<file path="src/rtl/eppHostPkg.sv">
package eppHostPkg;
  localparam int OFF_W  = 3;
  localparam int DATA_W = 8;

  localparam logic [OFF_W-1:0] OFF_SPP_DATA = 3'd0;
  localparam logic [OFF_W-1:0] OFF_STATUS   = 3'd1;
  localparam logic [OFF_W-1:0] OFF_CONTROL  = 3'd2;
  localparam logic [OFF_W-1:0] OFF_EPP_ADDR = 3'd3;

  localparam int CTL_STROBE = 0;
  localparam int CTL_AUTOFD = 1;
  localparam int CTL_INIT   = 2;
  localparam int CTL_DIRIN  = 5;

  typedef enum logic [2:0] {
    ST_IDLE,
    ST_SETUP,
    ST_DRIVE,
    ST_STRB,
    ST_HOLD
  } eppState_e;

  typedef struct packed {
    logic loadLatch;
    logic capture;
    logic setTimeout;
  } eppStrobes_t;
endpackage

</file>
<file path="src/rtl/eppSync.sv">
module eppSync #(
  parameter int   STAGES  = 2,
  parameter logic RST_VAL = 1'b1
) (
  input  logic clk,
  input  logic rstN,
  input  logic dIn,
  output logic qOut
);
  logic [STAGES-1:0] chain;

  for (genvar i = 0; i < STAGES; i++) begin : gStage
    if (i == 0) begin : gFirst
      always_ff @(posedge clk) begin
        if (!rstN) chain[0] <= RST_VAL;
        else       chain[0] <= dIn;
      end
    end else begin : gNext
      always_ff @(posedge clk) begin
        if (!rstN) chain[i] <= RST_VAL;
        else       chain[i] <= chain[i-1];
      end
    end
  end

  assign qOut = chain[STAGES-1];
endmodule

</file>
<file path="src/rtl/eppCtrl.sv">
module eppCtrl
  import eppHostPkg::*;
#(
  parameter int TIMEOUT_CYCLES = 500
) (
  input  logic             clk,
  input  logic             rstN,
  input  logic             accStart,
  input  logic             accIsWr,
  input  logic [OFF_W-1:0] accOff,
  input  logic             eppEn,
  input  logic             dirInBit,
  input  logic             strbBit,
  input  logic             nWaitSync,
  output logic             hostRdy,
  output logic             nWriteOut,
  output logic             nDataStb,
  output logic             nAddrStb,
  output logic             busy,
  output logic             driveBus,
  output eppStrobes_t      stb
);
  localparam int CNT_W = $clog2(TIMEOUT_CYCLES + 1);
  localparam logic [CNT_W-1:0] CNT_LAST = CNT_W'(TIMEOUT_CYCLES - 1);

  eppState_e        state, stateNxt;
  logic [CNT_W-1:0] cnt;
  logic             cycAddr, cycWrite;
  logic             eppHit, startCyc, inWait, expired;

  assign eppHit   = eppEn && (accOff >= OFF_EPP_ADDR);
  assign startCyc = accStart && eppHit && (state == ST_IDLE);
  assign inWait   = (state == ST_SETUP) || (state == ST_DRIVE) || (state == ST_STRB);
  assign expired  = inWait && (cnt == CNT_LAST);

  always_comb begin
    stateNxt       = state;
    stb.loadLatch  = 1'b0;
    stb.capture    = 1'b0;
    stb.setTimeout = 1'b0;
    unique case (state)
      ST_IDLE: begin
        if (startCyc) begin
          stateNxt      = ST_SETUP;
          stb.loadLatch = accIsWr && !dirInBit;
        end
      end
      ST_SETUP: begin
        if (expired) begin
          stateNxt       = ST_IDLE;
          stb.setTimeout = 1'b1;
        end else if (!nWaitSync) begin
          stateNxt = ST_DRIVE;
        end
      end
      ST_DRIVE: begin
        if (expired) begin
          stateNxt       = ST_IDLE;
          stb.setTimeout = 1'b1;
        end else begin
          stateNxt = ST_STRB;
        end
      end
      ST_STRB: begin
        if (nWaitSync) begin
          stateNxt    = ST_HOLD;
          stb.capture = 1'b1;
        end else if (expired) begin
          stateNxt       = ST_IDLE;
          stb.setTimeout = 1'b1;
        end
      end
      ST_HOLD: begin
        if (!nWaitSync) stateNxt = ST_IDLE;
      end
      default: stateNxt = ST_IDLE;
    endcase
  end

  always_ff @(posedge clk) begin
    if (!rstN) begin
      state    <= ST_IDLE;
      cnt      <= '0;
      cycAddr  <= 1'b0;
      cycWrite <= 1'b0;
    end else begin
      state <= stateNxt;
      if (startCyc) begin
        cnt      <= '0;
        cycAddr  <= (accOff == OFF_EPP_ADDR);
        cycWrite <= accIsWr && !dirInBit;
      end else if (inWait) begin
        cnt <= cnt + 1'b1;
      end
    end
  end

  assign busy      = (state == ST_DRIVE) || (state == ST_STRB) || (state == ST_HOLD);
  assign driveBus  = cycWrite || strbBit;
  assign nWriteOut = !(busy && driveBus);
  assign nDataStb  = !((state == ST_STRB) && !cycAddr);
  assign nAddrStb  = !((state == ST_STRB) && cycAddr);

  always_comb begin
    unique case (state)
      ST_IDLE: hostRdy = !(accStart && eppHit);
      ST_HOLD: hostRdy = 1'b1;
      default: hostRdy = 1'b0;
    endcase
  end
endmodule

</file>
<file path="src/rtl/eppDatapath.sv">
module eppDatapath
  import eppHostPkg::*;
(
  input  logic              clk,
  input  logic              rstN,
  input  logic              accStart,
  input  logic              accEnd,
  input  logic              accIsWr,
  input  logic [OFF_W-1:0]  accOff,
  input  logic [DATA_W-1:0] hostWrData,
  input  logic              eppEn,
  input  logic [DATA_W-1:0] pdIn,
  input  eppStrobes_t       stb,
  input  logic              busy,
  input  logic              driveBus,
  output logic [DATA_W-1:0] hostRdData,
  output logic [DATA_W-1:0] pdOut,
  output logic              pdOutEn,
  output logic              strobeOut,
  output logic              autoFdOut,
  output logic              initOut,
  output logic              dirInBit,
  output logic              strbBit
);
  logic [DATA_W-1:0] ctrlReg, pdLatch, rdCapture;
  logic              toFlag, lastRd;
  logic [OFF_W-1:0]  lastOff;
  logic              hostWrStart;

  assign hostWrStart = accStart && accIsWr;

  always_ff @(posedge clk) begin
    if (!rstN) begin
      ctrlReg   <= '0;
      pdLatch   <= '0;
      rdCapture <= '0;
      toFlag    <= 1'b0;
      lastRd    <= 1'b0;
      lastOff   <= '0;
    end else begin
      if (accStart) begin
        lastOff <= accOff;
        lastRd  <= !accIsWr;
      end
      if (hostWrStart && accOff == OFF_CONTROL) ctrlReg <= hostWrData;
      if ((hostWrStart && accOff == OFF_SPP_DATA) || stb.loadLatch) pdLatch <= hostWrData;
      if (stb.capture) rdCapture <= pdIn;
      if (stb.setTimeout)                                   toFlag <= 1'b1;
      else if (accEnd && lastRd && lastOff == OFF_STATUS)   toFlag <= 1'b0;
    end
  end

  always_comb begin
    case (accOff)
      OFF_SPP_DATA: hostRdData = pdIn;
      OFF_STATUS:   hostRdData = {{(DATA_W-1){1'b0}}, toFlag};
      OFF_CONTROL:  hostRdData = ctrlReg;
      default:      hostRdData = eppEn ? rdCapture : '0;
    endcase
  end

  assign dirInBit  = ctrlReg[CTL_DIRIN];
  assign strbBit   = ctrlReg[CTL_STROBE];
  assign strobeOut = ctrlReg[CTL_STROBE];
  assign autoFdOut = ctrlReg[CTL_AUTOFD];
  assign initOut   = ctrlReg[CTL_INIT];
  assign pdOut     = pdLatch;
  assign pdOutEn   = busy ? driveBus : !dirInBit;
endmodule

</file>
<file path="src/rtl/eppHostPort.sv">
module eppHostPort
  import eppHostPkg::*;
#(
  parameter int CLK_MHZ     = 50,
  parameter int TIMEOUT_US  = 10,
  parameter int SYNC_STAGES = 2
) (
  input  logic              clk,
  input  logic              rstN,
  input  logic              eppEn,
  input  logic [OFF_W-1:0]  hostAddr,
  input  logic [DATA_W-1:0] hostWrData,
  input  logic              hostWr,
  input  logic              hostRd,
  output logic [DATA_W-1:0] hostRdData,
  output logic              hostRdy,
  output logic [DATA_W-1:0] pdOut,
  input  logic [DATA_W-1:0] pdIn,
  output logic              pdOutEn,
  output logic              nWriteOut,
  output logic              nDataStb,
  output logic              nAddrStb,
  input  logic              nWaitIn,
  output logic              strobeOut,
  output logic              autoFdOut,
  output logic              initOut
);
  localparam int TIMEOUT_CYCLES = CLK_MHZ * TIMEOUT_US;

  logic        access, accPrev, accStart, accEnd;
  logic        nWaitSync, ctrlBusy, driveBus, dirInBit, strbBit;
  eppStrobes_t stb;

  assign access   = hostWr || hostRd;
  assign accStart = access && !accPrev;
  assign accEnd   = !access && accPrev;

  always_ff @(posedge clk) begin
    if (!rstN) accPrev <= 1'b0;
    else       accPrev <= access;
  end

  eppSync #(.STAGES(SYNC_STAGES), .RST_VAL(1'b1)) waitSyncI (
    .clk(clk), .rstN(rstN), .dIn(nWaitIn), .qOut(nWaitSync)
  );

  eppCtrl #(.TIMEOUT_CYCLES(TIMEOUT_CYCLES)) ctrlI (
    .clk(clk), .rstN(rstN), .accStart(accStart), .accIsWr(hostWr),
    .accOff(hostAddr), .eppEn(eppEn), .dirInBit(dirInBit), .strbBit(strbBit),
    .nWaitSync(nWaitSync), .hostRdy(hostRdy), .nWriteOut(nWriteOut),
    .nDataStb(nDataStb), .nAddrStb(nAddrStb), .busy(ctrlBusy),
    .driveBus(driveBus), .stb(stb)
  );

  eppDatapath dpI (
    .clk(clk), .rstN(rstN), .accStart(accStart), .accEnd(accEnd),
    .accIsWr(hostWr), .accOff(hostAddr), .hostWrData(hostWrData),
    .eppEn(eppEn), .pdIn(pdIn), .stb(stb), .busy(ctrlBusy),
    .driveBus(driveBus), .hostRdData(hostRdData), .pdOut(pdOut),
    .pdOutEn(pdOutEn), .strobeOut(strobeOut), .autoFdOut(autoFdOut),
    .initOut(initOut), .dirInBit(dirInBit), .strbBit(strbBit)
  );
endmodule

</file>
<file path="config.mk">
export PLATFORM = sky130hd
export DESIGN_NAME = eppHostPort
export DESIGN_NICKNAME = d
export VERILOG_FILES = /design/src/rtl/eppHostPkg.sv /design/src/rtl/eppSync.sv /design/src/rtl/eppCtrl.sv /design/src/rtl/eppDatapath.sv /design/src/rtl/eppHostPort.sv
export SDC_FILE = /design/constraint.sdc
export NUM_CORES = 1
export LEC_CHECK = 0
export ABC_AREA = 1
export BUFFER_PORTS_ARGS = -buffer_cell sky130_fd_sc_hd__clkbuf_2
export CAP_MARGIN = 30
export CORE_MARGIN = 4
export CORE_UTILIZATION = 57
export CTS_CLUSTER_SIZE = 16
export DETAILED_ROUTE_END_ITERATION = 12
export MAX_ROUTING_LAYER = met4
export PLACE_DENSITY_LB_ADDON = 0.2
export SETUP_SLACK_MARGIN = 0.02
export SLEW_MARGIN = 20
export SYNTH_ARGS = -nofsm -noshare
export SYNTH_HDL_FRONTEND = slang
export SYNTH_SLANG_ARGS = --single-unit
</file>
<file path="constraint.sdc">
create_clock -name clk -period 3.85 [get_ports clk]
set_input_delay 0.385 -clock clk [delete_from_list [all_inputs] [get_ports clk]]
set_output_delay 0.385 -clock clk [all_outputs]
set_load 0.005 [all_outputs]
</file>
==> flow_summary.yaml <==
power_and_ir_drop:
  power.switching_mw: 0.4213
  portion_of_total_power_attributed_to_the_clock_network_pct: 25.1
  seqPwrFrac_pct: 46.0
  power_per_cell_area_nw_per_um2: 489.3
  internal_power_mw: 0.8006
  ir_worst_vdd_mv: 0.2817
  p_leak_nw: 1.080
  switching_share_pct: 34.48
  comb_power_share_pct: 29.0
timing:
  timing.fmax_mhz: 515.1
  timing.max_slew.rel_slack_pct: 61.95
  grt_setup_unrepaired: "false"
  setup-violations-final: 0
  worstMarginPinSlew_ns: 0.5708
  report.final.slew_viol_count: 0
  timing_hold_violations_final: 0
  finalSetupTns_ns: 0
  period_share_pct: 50.42
  fin_ws_ns: 1.909
  finalWorstPathRequiredPeriod_ns: 1.941
  skew_ns: 0.01245
clock_network:
  tritoncts.num_buffers: 5
  worst_path_clk_slew_ns: 0.08
  clock_path_buffers: 2
  post_cts.resized_instances: 0
  clkLatencyLatePin_ns: 0.31
  cts_tree: "built"
  clock-sinks: 46
  root_buffer_cell: "clkbuf_8"
  htree_levels: 2
  ctsHoldBuffers: 0
  post_cts_buffers: 0
critical_path:
  crit_path_max_fanout: 5
  critPathCaptureType: "output port"
  register_to_register_setup_slack_ns: 2.31
  worst_r2r_endpoint: "dpI.pdOut[2]"
  critPathKind: "reg2out"
  critical-path-slowest-cell: "dfxtp_1"
  cells_traversed_along_the_worst_timing_path: "nor2_2 -> nand2_1 -> o21ai_0 -> o21ai_0 -> o21ai_0 -> clkbuf_2"
  delay_of_the_slowest_critical_path_stage_ns: 0.37
  worstReg2RegStart: "ctrlI.state[0]"
  cp.required_ns: 3.46
  r2r_worst_path_depth: 8
  worst-endpoint-arrival_ns: 1.56
  critical-path-top-cell-by-count: "o21ai_0"
  worstSetupStartpointType: "flop"
placed_design:
  place_ws_ns: 2.118
  detailed_place_hpwl_mm: 3.574
  buffers_on_ports: 48
  place.gp.congestion: 0.8273
global_routing:
  grt_max_degree: 33
  first_global_vias: 1891
  global_route.usage.total_pct: 21.51
  grt_first_pass_wirelength_mm: 8.286
  grt_antenna_before_repair: 0
  overflow_left_after_global_routing: 0
layout:
  seqCellArea_um2: 920.9
  final_core_utilization_pct: 72.01
  fillCellCount: 293
  fin_nets: 375
  insertedDiodeCount: 0
  synthToLayoutAreaGrowth_pct: 17.48
  fraction_of_final_layout_cells_sized_beyond_drive_strength_1_pct: 21.71
  multi_input_area_um2: 1060
detailed_routing:
  routed_wirelength_mm: 4.853
  route.detailed.wl_per_inst_um: 12.26
  viasPerCell: 5.242
  detail_route.iter0.violations: 231
  detailedRoute.firstPassIterationCount: 4
  ant_nets: 0
  detail_route.drc_violations: 0
  total_number_of_vias: 2076
synthesis:
  synth_flop_cell: "dfxtp_1"
  mappedNetlistNets: 325
  synth.avg_cell_area_um2: 7.110
  synth.yosys.seq_area_share_pct: 43.32
  yosys_register_bits: 46
  synthCells: 299
  synth_edf_count: 0
  synthArstFlopShare_pct: 0
  post_synth_num_cell_types: 30
  synth_area_um2: 2126
  yosys_warnings: 0
floorplan:
  initial_cell_density_of_the_core_pct: 61.29
  die_span_x_um: 69.07
  die-area_um2: 4771
  floorplan.die.height_um: 69.07
  fp.coreArea_um2: 3468
  num_rows: 21
  design.portCount: 49
min_path:
  hold_path_startpoint: "nWaitIn"
  whs_endpoint: "waitSyncI.chain[0]"
  worst_hold_path.num_cells: 2
  hold_path.class: "in2reg"
status:
  outcome: "finished, final reports clean"
job:
  maxCapViolations: 0
how the worst max path moves through the flow:
| stage | end | cells after the start | slack [ns] | start |
|---|---|---|---|---|
| floorplan | hostRdy | 5 | 2.51 | hostAddr[2] |
| global placement | hostRdy | 7 | 2.18 | hostAddr[0] |
| detailed placement | hostRdy | 7 | 2.12 | hostAddr[0] |
| CTS | pdOutEn | 6 | 1.92 | ctrlI.state[0] |
| global route | pdOutEn | 6 | 1.74 | ctrlI.state[0] |
| finish | pdOutEn | 6 | 1.91 | ctrlI.state[0] |
metrics by stage:
stage	instance area (um2)	cells	hold WS, ns	power (mW)
after global placement	2402	388	0.3945	0.9109
after floorplan	2126	299	0.3925	0.8184
after CTS	2497	396	0.2832	1.222
after global routing	2497	396	0.2853	1.307
after detailed placement	2402	388	0.4002	0.9165
final	2497	396	0.2854	1.222
synthesized netlist by cell type, types with 2 or more instances:
library cell  number  area share, %
buf_2              2           0.47
nor3_4             2            1.5
nand3_1            8            1.9
dfxtp_1           46             43
nand2_2            6            1.8
a21oi_1           24            5.7
clkbuf_1           3           0.53
clkinv_1           2           0.35
nor2_1            50            8.8
inv_1             26            4.6
nand2_1           58             10
nand4_1            5            1.5
o21ai_1            2           0.47
nand3b_1           9            3.2
or2_2              3           0.88
nor3_1             4           0.94
o211ai_1           7            2.5
inv_2              5           0.88
o21ai_0           26            6.1
routing by layer:
metal,up-vias,track usage (%),wire [um]
met5,-,-,0
met2,60,30.61,2088
met1,929,30.41,2418
li1,1079,-,-
met3,8,3.924,282
met4,0,7.809,63
cells by family (layout without fill, tap and decap cells):
| kind of cell | count (synthesis) | count (layout) | synth area share, % |
|---|---|---|---|
| simple gates | 150 | 150 | 32.43 |
| flops | 46 | 46 | 43.32 |
| compound gates | 63 | 63 | 16.42 |
| xor+xnor | 1 | 1 | 0.4121 |
| fa+ha+maj | 1 | 1 | 0.5885 |
| buf+inv | 38 | 89 | 6.828 |
worst max-delay path, delay by kind of cell, from the launching register on:
family	cells	cell delay, ns
buf+inv	1	0.15
compound gates	3	0.41
flops	1	0.37
simple gates	2	0.34
layout by cell type, fill, tap and decap left out, drive strengths merged, types with 5 or more instances in the layout:
master,count
a21oi,24
clkbuf,54
dfxtp,46
inv,31
nand2,64
nand3,8
nand3b,9
nand4,5
nor2,51
nor3,7
o211ai,7
o21ai,29
final cells by class:
cell class / instances / share of cell area [%]
multi-input combinational: 215 / 42.43
inverter: 33 / 4.960
clock inverter: 2 / 0.5010
clock buffer: 6 / 3.307
sequential: 46 / 36.87
timing repair buffer: 48 / 9.619
tap: 46 / 2.305
flip-flops by register name, summed over array words and instances, names as in the netlist:
signal,cells
dpI.toFlag,1
waitSyncI.chain,1
dpI.lastRd,1
ctrlI.cycWrite,1
waitSyncI.qOut,1
ctrlI.cycAddr,1
dpI.lastOff,3
dpI.rdCapture,8
ctrlI.cnt,9
accPrev,1
ctrlI.state,3
dpI.ctrlReg,8
dpI.pdOut,8
power by group through the flow:
stage | clock, mW | sequential (mW) | combinational (mW)
2_1_floorplan | 0 | 0.563 | 0.255
3_3_place_gp | 0 | 0.571 | 0.340
3_5_place_dp | 0 | 0.572 | 0.345
4_1_cts | 0.310 | 0.561 | 0.351
5_1_grt | 0.329 | 0.569 | 0.408
6_report | 0.307 | 0.562 | 0.354
Note: power is estimated with default switching activity, not from simulation.
